$ cat src/rtl/awc_pkg.sv
package awc_pkg;
  typedef enum logic [1:0] {
    ST_FILL   = 2'd0,
    ST_ARMED  = 2'd1,
    ST_POST   = 2'd2,
    ST_FROZEN = 2'd3
  } awcState_e;

  typedef struct packed {
    logic wrEn;
    logic latchAlarm;
  } awcStrobe_t;
endpackage

$ cat src/rtl/awc_edge_sync.sv
module awc_edge_sync #(
  parameter int STAGES = 2
) (
  input  logic clk,
  input  logic rstN,
  input  logic din,
  output logic rise
);
  logic [STAGES-1:0] syncQ;
  logic              lastQ;

  generate
    for (genvar i = 0; i < STAGES; i++) begin : gStage
      if (i == 0) begin : gFirst
        always_ff @(posedge clk or negedge rstN)
          if (!rstN) syncQ[0] <= 1'b0;
          else       syncQ[0] <= din;
      end else begin : gNext
        always_ff @(posedge clk or negedge rstN)
          if (!rstN) syncQ[i] <= 1'b0;
          else       syncQ[i] <= syncQ[i-1];
      end
    end
  endgenerate

  always_ff @(posedge clk or negedge rstN)
    if (!rstN) lastQ <= 1'b0;
    else       lastQ <= syncQ[STAGES-1];

  assign rise = syncQ[STAGES-1] & ~lastQ;
endmodule

$ cat src/rtl/awc_ctrl.sv
module awc_ctrl
  import awc_pkg::*;
(
  input  logic       clk,
  input  logic       rstN,
  input  logic       frameValid,
  input  logic       alarmRise,
  input  logic       storeDone,
  input  logic       histFull,
  input  logic       atEnd,
  output awcStrobe_t strobe,
  output logic       busy,
  output logic       captureDone
);
  awcState_e state, stateNext;
  logic      accepting;

  assign accepting = (state == ST_FILL) || (state == ST_ARMED);

  always_comb begin
    stateNext = state;
    case (state)
      ST_FILL:   if (alarmRise) stateNext = ST_POST;
                 else if (histFull) stateNext = ST_ARMED;
      ST_ARMED:  if (alarmRise) stateNext = ST_POST;
      ST_POST:   if (atEnd) stateNext = ST_FROZEN;
      ST_FROZEN: if (storeDone) stateNext = histFull ? ST_ARMED : ST_FILL;
      default:   stateNext = ST_FILL;
    endcase
  end

  always_ff @(posedge clk or negedge rstN)
    if (!rstN) state <= ST_FILL;
    else       state <= stateNext;

  always_comb begin
    strobe.wrEn       = frameValid && (accepting || (state == ST_POST && !atEnd));
    strobe.latchAlarm = alarmRise && accepting;
  end

  assign busy        = (state == ST_POST) || (state == ST_FROZEN);
  assign captureDone = (state == ST_FROZEN);
endmodule

$ cat src/rtl/awc_datapath.sv
module awc_datapath
  import awc_pkg::*;
#(
  parameter int DEPTH       = 64,
  parameter int IDX_W       = 16,
  parameter int PRE_FRAMES  = 32,
  parameter int POST_FRAMES = 12,
  localparam int PTR_W      = $clog2(DEPTH),
  localparam int HIST_W     = $clog2(PRE_FRAMES + 1)
) (
  input  logic             clk,
  input  logic             rstN,
  input  awcStrobe_t       strobe,
  input  logic [IDX_W-1:0] frameIdx,
  output logic             histFull,
  output logic             atEnd,
  output logic [PTR_W-1:0] winStart,
  output logic [PTR_W-1:0] winEnd,
  output logic             shortHistory,
  output logic [IDX_W-1:0] firstIdx,
  output logic [IDX_W-1:0] lastIdx
);
  logic [PTR_W-1:0]  wrPtr;
  logic [HIST_W-1:0] histCnt;
  logic [IDX_W-1:0]  ring [DEPTH];

  function automatic logic [PTR_W-1:0] ptrAdd(input logic [PTR_W-1:0] a, input int n);
    int s;
    s = int'(a) + n;
    if (s >= DEPTH) s = s - DEPTH;
    return PTR_W'(s);
  endfunction

  function automatic logic [PTR_W-1:0] ptrSub(input logic [PTR_W-1:0] a, input int n);
    int s;
    s = int'(a) - n;
    if (s < 0) s = s + DEPTH;
    return PTR_W'(s);
  endfunction

  assign histFull = (int'(histCnt) == PRE_FRAMES);
  assign atEnd    = (wrPtr == winEnd);

  always_ff @(posedge clk or negedge rstN)
    if (!rstN) begin
      wrPtr   <= '0;
      histCnt <= '0;
    end else if (strobe.wrEn) begin
      wrPtr <= ptrAdd(wrPtr, 1);
      if (!histFull) histCnt <= histCnt + 1'b1;
    end

  always_ff @(posedge clk)
    if (strobe.wrEn) ring[wrPtr] <= frameIdx;

  always_ff @(posedge clk or negedge rstN)
    if (!rstN) begin
      winStart     <= '0;
      winEnd       <= '0;
      shortHistory <= 1'b0;
    end else if (strobe.latchAlarm) begin
      winStart     <= ptrSub(wrPtr, histFull ? PRE_FRAMES : int'(histCnt));
      winEnd       <= ptrAdd(wrPtr, POST_FRAMES);
      shortHistory <= !histFull;
    end

  assign firstIdx = ring[winStart];
  assign lastIdx  = ring[ptrSub(winEnd, 1)];
endmodule

$ cat src/rtl/alarm_window_capture.sv
module alarm_window_capture
  import awc_pkg::*;
#(
  parameter int DEPTH        = 64,
  parameter int IDX_W        = 16,
  parameter int FRAME_RATE   = 4,
  parameter int PRE_SECONDS  = 8,
  parameter int POST_SECONDS = 3,
  localparam int PTR_W       = $clog2(DEPTH)
) (
  input  logic             clk,
  input  logic             rstN,
  input  logic             frameValid,
  input  logic [IDX_W-1:0] frameIdx,
  input  logic             alarmIn,
  input  logic             storeDone,
  output logic             busy,
  output logic             captureDone,
  output logic             shortHistory,
  output logic [PTR_W-1:0] winStart,
  output logic [PTR_W-1:0] winEnd,
  output logic [IDX_W-1:0] firstIdx,
  output logic [IDX_W-1:0] lastIdx
);
  localparam int PRE_FRAMES  = PRE_SECONDS * FRAME_RATE;
  localparam int POST_FRAMES = POST_SECONDS * FRAME_RATE;

  awcStrobe_t strobe;
  logic       alarmRise, histFull, atEnd;

  awc_edge_sync #(.STAGES(2)) uSync (
    .clk(clk), .rstN(rstN), .din(alarmIn), .rise(alarmRise)
  );

  awc_ctrl uCtrl (
    .clk(clk), .rstN(rstN), .frameValid(frameValid), .alarmRise(alarmRise),
    .storeDone(storeDone), .histFull(histFull), .atEnd(atEnd),
    .strobe(strobe), .busy(busy), .captureDone(captureDone)
  );

  awc_datapath #(
    .DEPTH(DEPTH), .IDX_W(IDX_W),
    .PRE_FRAMES(PRE_FRAMES), .POST_FRAMES(POST_FRAMES)
  ) uData (
    .clk(clk), .rstN(rstN), .strobe(strobe), .frameIdx(frameIdx),
    .histFull(histFull), .atEnd(atEnd), .winStart(winStart), .winEnd(winEnd),
    .shortHistory(shortHistory), .firstIdx(firstIdx), .lastIdx(lastIdx)
  );
endmodule

$ cat config.mk
export PLATFORM = sky130hd
export DESIGN_NAME = alarm_window_capture
export DESIGN_NICKNAME = d
export VERILOG_FILES = /design/src/rtl/awc_pkg.sv /design/src/rtl/awc_edge_sync.sv /design/src/rtl/awc_ctrl.sv /design/src/rtl/awc_datapath.sv /design/src/rtl/alarm_window_capture.sv
export SDC_FILE = /design/constraint.sdc
export NUM_CORES = 1
export LEC_CHECK = 0
export ABC_AREA = 0
export BUFFER_PORTS_ARGS = -buffer_cell sky130_fd_sc_hd__buf_2
export CAP_MARGIN = 40
export CORE_UTILIZATION = 41
export DETAILED_ROUTE_END_ITERATION = 10
export PLACE_DENSITY = 0.55
export SLEW_MARGIN = 0
export SYNTH_ARGS = -nofsm -noshare
export SYNTH_HDL_FRONTEND = slang
export SYNTH_SLANG_ARGS = --single-unit
$ cat constraint.sdc
create_clock -name clk -period 8.6 [get_ports clk]
set_input_delay 0 -clock clk [delete_from_list [all_inputs] [get_ports clk]]
set_output_delay 0 -clock clk [all_outputs]
set_load 0.01 [all_outputs]
==> run_results.csv <==
group,metric,value,unit
status,outcome,"completed",
timing,setup_slack,3.24,ns
timing,clock_skew,0.0239,ns
grt,grtUsageTotal,26.2,%
logic_synthesis,synth_area_leaders,"edfxtp_1, mux4_2, nand2_1, dfrtp_1, nand3_1",
clock_network,cts_buffer_depth,3,
finish,fin_area,0.0559,mm^2
timing,slew_viol_final,0,
logic_synthesis,synth_cell_type_count,47,
logic_synthesis,synth_top_area_share,62.7,%
critical_path,slowest_delay,0.95,ns
die,ioPinCount,68,
timing,finalHoldViolations,0,
logic_synthesis,syn_nets,2500,
critical_path,startpoint_type,"flop",
power_and_ir_drop,powerDensity,371,mW/mm^2
routing,wl,157000,um
routing,routed-wl-met3,13400,um
critical_path,path_cells,"inv_1 > ha_4 > buf_12 > mux4_2 > mux4_2 > o2111ai_1 > nand2_1 > buf_2",
grt,grt_pass1_wl,220000,um
timing,relSlewSlack,34.9,%
routing,ant_nets,0,
place,place.gp.congestion,0.790,
die,dieArea,0.121,mm^2
critical_path,end_kind,"output pin",
logic_synthesis,ys_seq_area_share,64.3,%
clock_network,postCtsSetupRepairBufs,0,
power_and_ir_drop,leakage,17.3,nW
routing,vias,27800,
grt,gr-total-overflow,0,
clock_network,h-tree-depth,3,
logic_synthesis,synth_edf_count,1024,
critical_path,cp_common_cell,"mux4_2",
timing,fmax,0.187,GHz
timing,final.setup.tns,0,ns
timing,fin_crit_sh,62.3,%
routing,routedWlPerCell,37.1,um
min_path,hold_depth,2,
finish,syn2layout_area_growth,14.0,%
critical_path,worstPathMaxFanout,100,
logic_synthesis,async_flop_share,2.85,%
finish,utilization,47.2,%
die,coreArea,0.118,mm^2
clock_network,numCtsBuffers,112,
timing,setup_viol,0,
place,dp_hpwl,89000,um
logic_synthesis,syn_area,0.0490,mm^2
routing,wl_met1,63700,um
die,start_util,41.4,%
critical_path,required,8.60,ns
power_and_ir_drop,irDropWorstVdd,0.423,mV
timing,worst_pin_slew,0.976,ns
clock_network,path_clk_slew,0.06,ns
logic_synthesis,ys_ff_latch,1054,
critical_path,critPathSlowestCell,"dfrtp_4",
logic_synthesis,syn_area_per_cell,19.9,um^2
critical_path,reg2reg_depth,6,
grt,antenna_found_initial,4,
critical_path,critPathBufInv,3,
routing,wl_met2,75100,um
grt,grt_max_degree,129,
clock_network,cts_tree,"built",
grt,grt_pass1_vias,28300,
clock_network,cts-root-buf,"clkbuf_16",
routing,drt_iter0_drc,3464,
timing,fin_crit,5.36,ns
clock_network,cts.sinks,1054,
logic_synthesis,synth_ff_type,"edfxtp_1",
logic_synthesis,yosys.area.top_type,"edfxtp_1",
logic_synthesis,synthCells,2463,
routing,drt_pass1_iterations,5,
routing,routed_via_density,6.56,
timing,grt_setup_unrepaired,"no",
logic_synthesis,yosysWarnings,0,
finish,drive_gt1_share,38.4,%
die,die-height,348,um
clock_network,clk_latency,0.70,ns
min_path,hp-class,"in -> reg",
critical_path,cp.depth,8,
die,die_x,348,um
job,maxCapViolations,0,
critical_path,worstPathArrival,5.36,ns
place,place_ws,3.74,ns
place,port_buffers,67,
finish,layout.nets,2643,
critical_path,crit_family,"buffers and inverters",
critical_path,path_class,"reg -> out",
place,place_area,0.0522,mm^2
die,std_cell_rows,126,
routing,highest_layer,"met5",
routing,drc,0,
[registers in the layout, indices dropped and copies added (netlist names)]
name,flops
uData.ring,1024
uData.histCnt,6
uData.winEnd,6
uData.winStart,6
uData.wrPtr,6
uCtrl.state,2
uSync.syncQ,2
uData.shortHistory,1
uSync.lastQ,1
[area by class of cell]
type / count / area (um^2)
multi-input combinational: 1204 / 16900
tap: 1536 / 1920
fill: 9739 / 62400
timing repair buffer: 215 / 1960
antenna: 1 / 2.50
inverter: 19 / 71.3
clock buffer: 135 / 2950
clock inverter: 64 / 518
sequential: 1054 / 31500
[through the flow]
step           hold slack, ns  total power, W  instances
4_1_cts                 0.174          0.0209       4227
6_report                0.211          0.0207       4228
5_1_grt                 0.183          0.0215       4227
3_3_place_gp           0.0802          0.0160       3978
3_5_place_dp           0.0889          0.0162       4005
2_1_floorplan          -0.296          0.0122       2463
[layout by cell type (no fill, tap or decap), types with 14 or more instances in the layout]
cell type,n
clkbuf_1,20
dlygate4sd3_1,22
nand2_1,242
o21ai_0,15
nand3_1,85
buf_4,91
clkbuf_16,115
nand4_1,26
dfrtp_1,23
nor2_2,64
mux2_2,15
clkinv_1,37
buf_2,69
ha_1,14
mux2i_1,14
mux4_2,592
buf_12,24
edfxtp_1,1024
o2111ai_1,16
inv_1,17
a31oi_1,16
clkinv_2,15
[power breakdown]
part           total, W  leakage (nW)  internal (W)  switching [W]
clock network   0.00464          1.70       0.00268        0.00196
registers       0.00618          9.56       0.00581       0.000370
logic           0.00990          6.07       0.00410        0.00580
total            0.0207          17.3        0.0126        0.00813
[what timing repair did]
action	in CTS	in global routing
endpoints found under the setup margin	0	0
hold buffers	23	0
resized for setup	0	0
endpoints found under the hold margin	874	0
[layer usage]
layer	global-route usage, %	vias up
li1	-	10800
met1	36.9	15200
met2	41.6	1520
met3	4.54	264
met4	8.33	6
met5	0	-
[final timing paths]
kind / slack (ns) / to / from
max reg2reg: 4.36 / uData.ring[58][6] / uData.winEnd[0]
max: 3.24 / lastIdx[5] / uData.winEnd[0]
min reg2reg: 0.36 / uSync.syncQ[1] / uSync.syncQ[0]
max in group asynchronous: 8.08 / uData.winStart[0] / rstN
min in group asynchronous: 0.31 / uData.histCnt[2] / rstN
min: 0.21 / uData.ring[6][9] / frameIdx[9]
[cell families (layout without fill, tap and decap cells)]
family	after synthesis	after routing	share of synthesized area, %
other cells	0	1	0
flops	1054	1054	64.3
buf+inv	205	433	1.80
mux	621	621	27.8
xor+xnor	29	29	0.534
fa+ha+maj	16	16	0.424
compound gates	79	79	1.07
simple gates	459	459	4.06
[cell usage after synthesis (all sizes together), types with 16 or more instances]
cell / instances
a31oi: 16
buf: 85
clkbuf: 101
dfrtp: 30
edfxtp: 1024
inv: 17
mux4: 592
nand2: 242
nand3: 85
nand4: 26
nor2: 72
o2111ai: 16
o21ai: 28
xnor2: 18
Power figures use the tool's default switching activity.
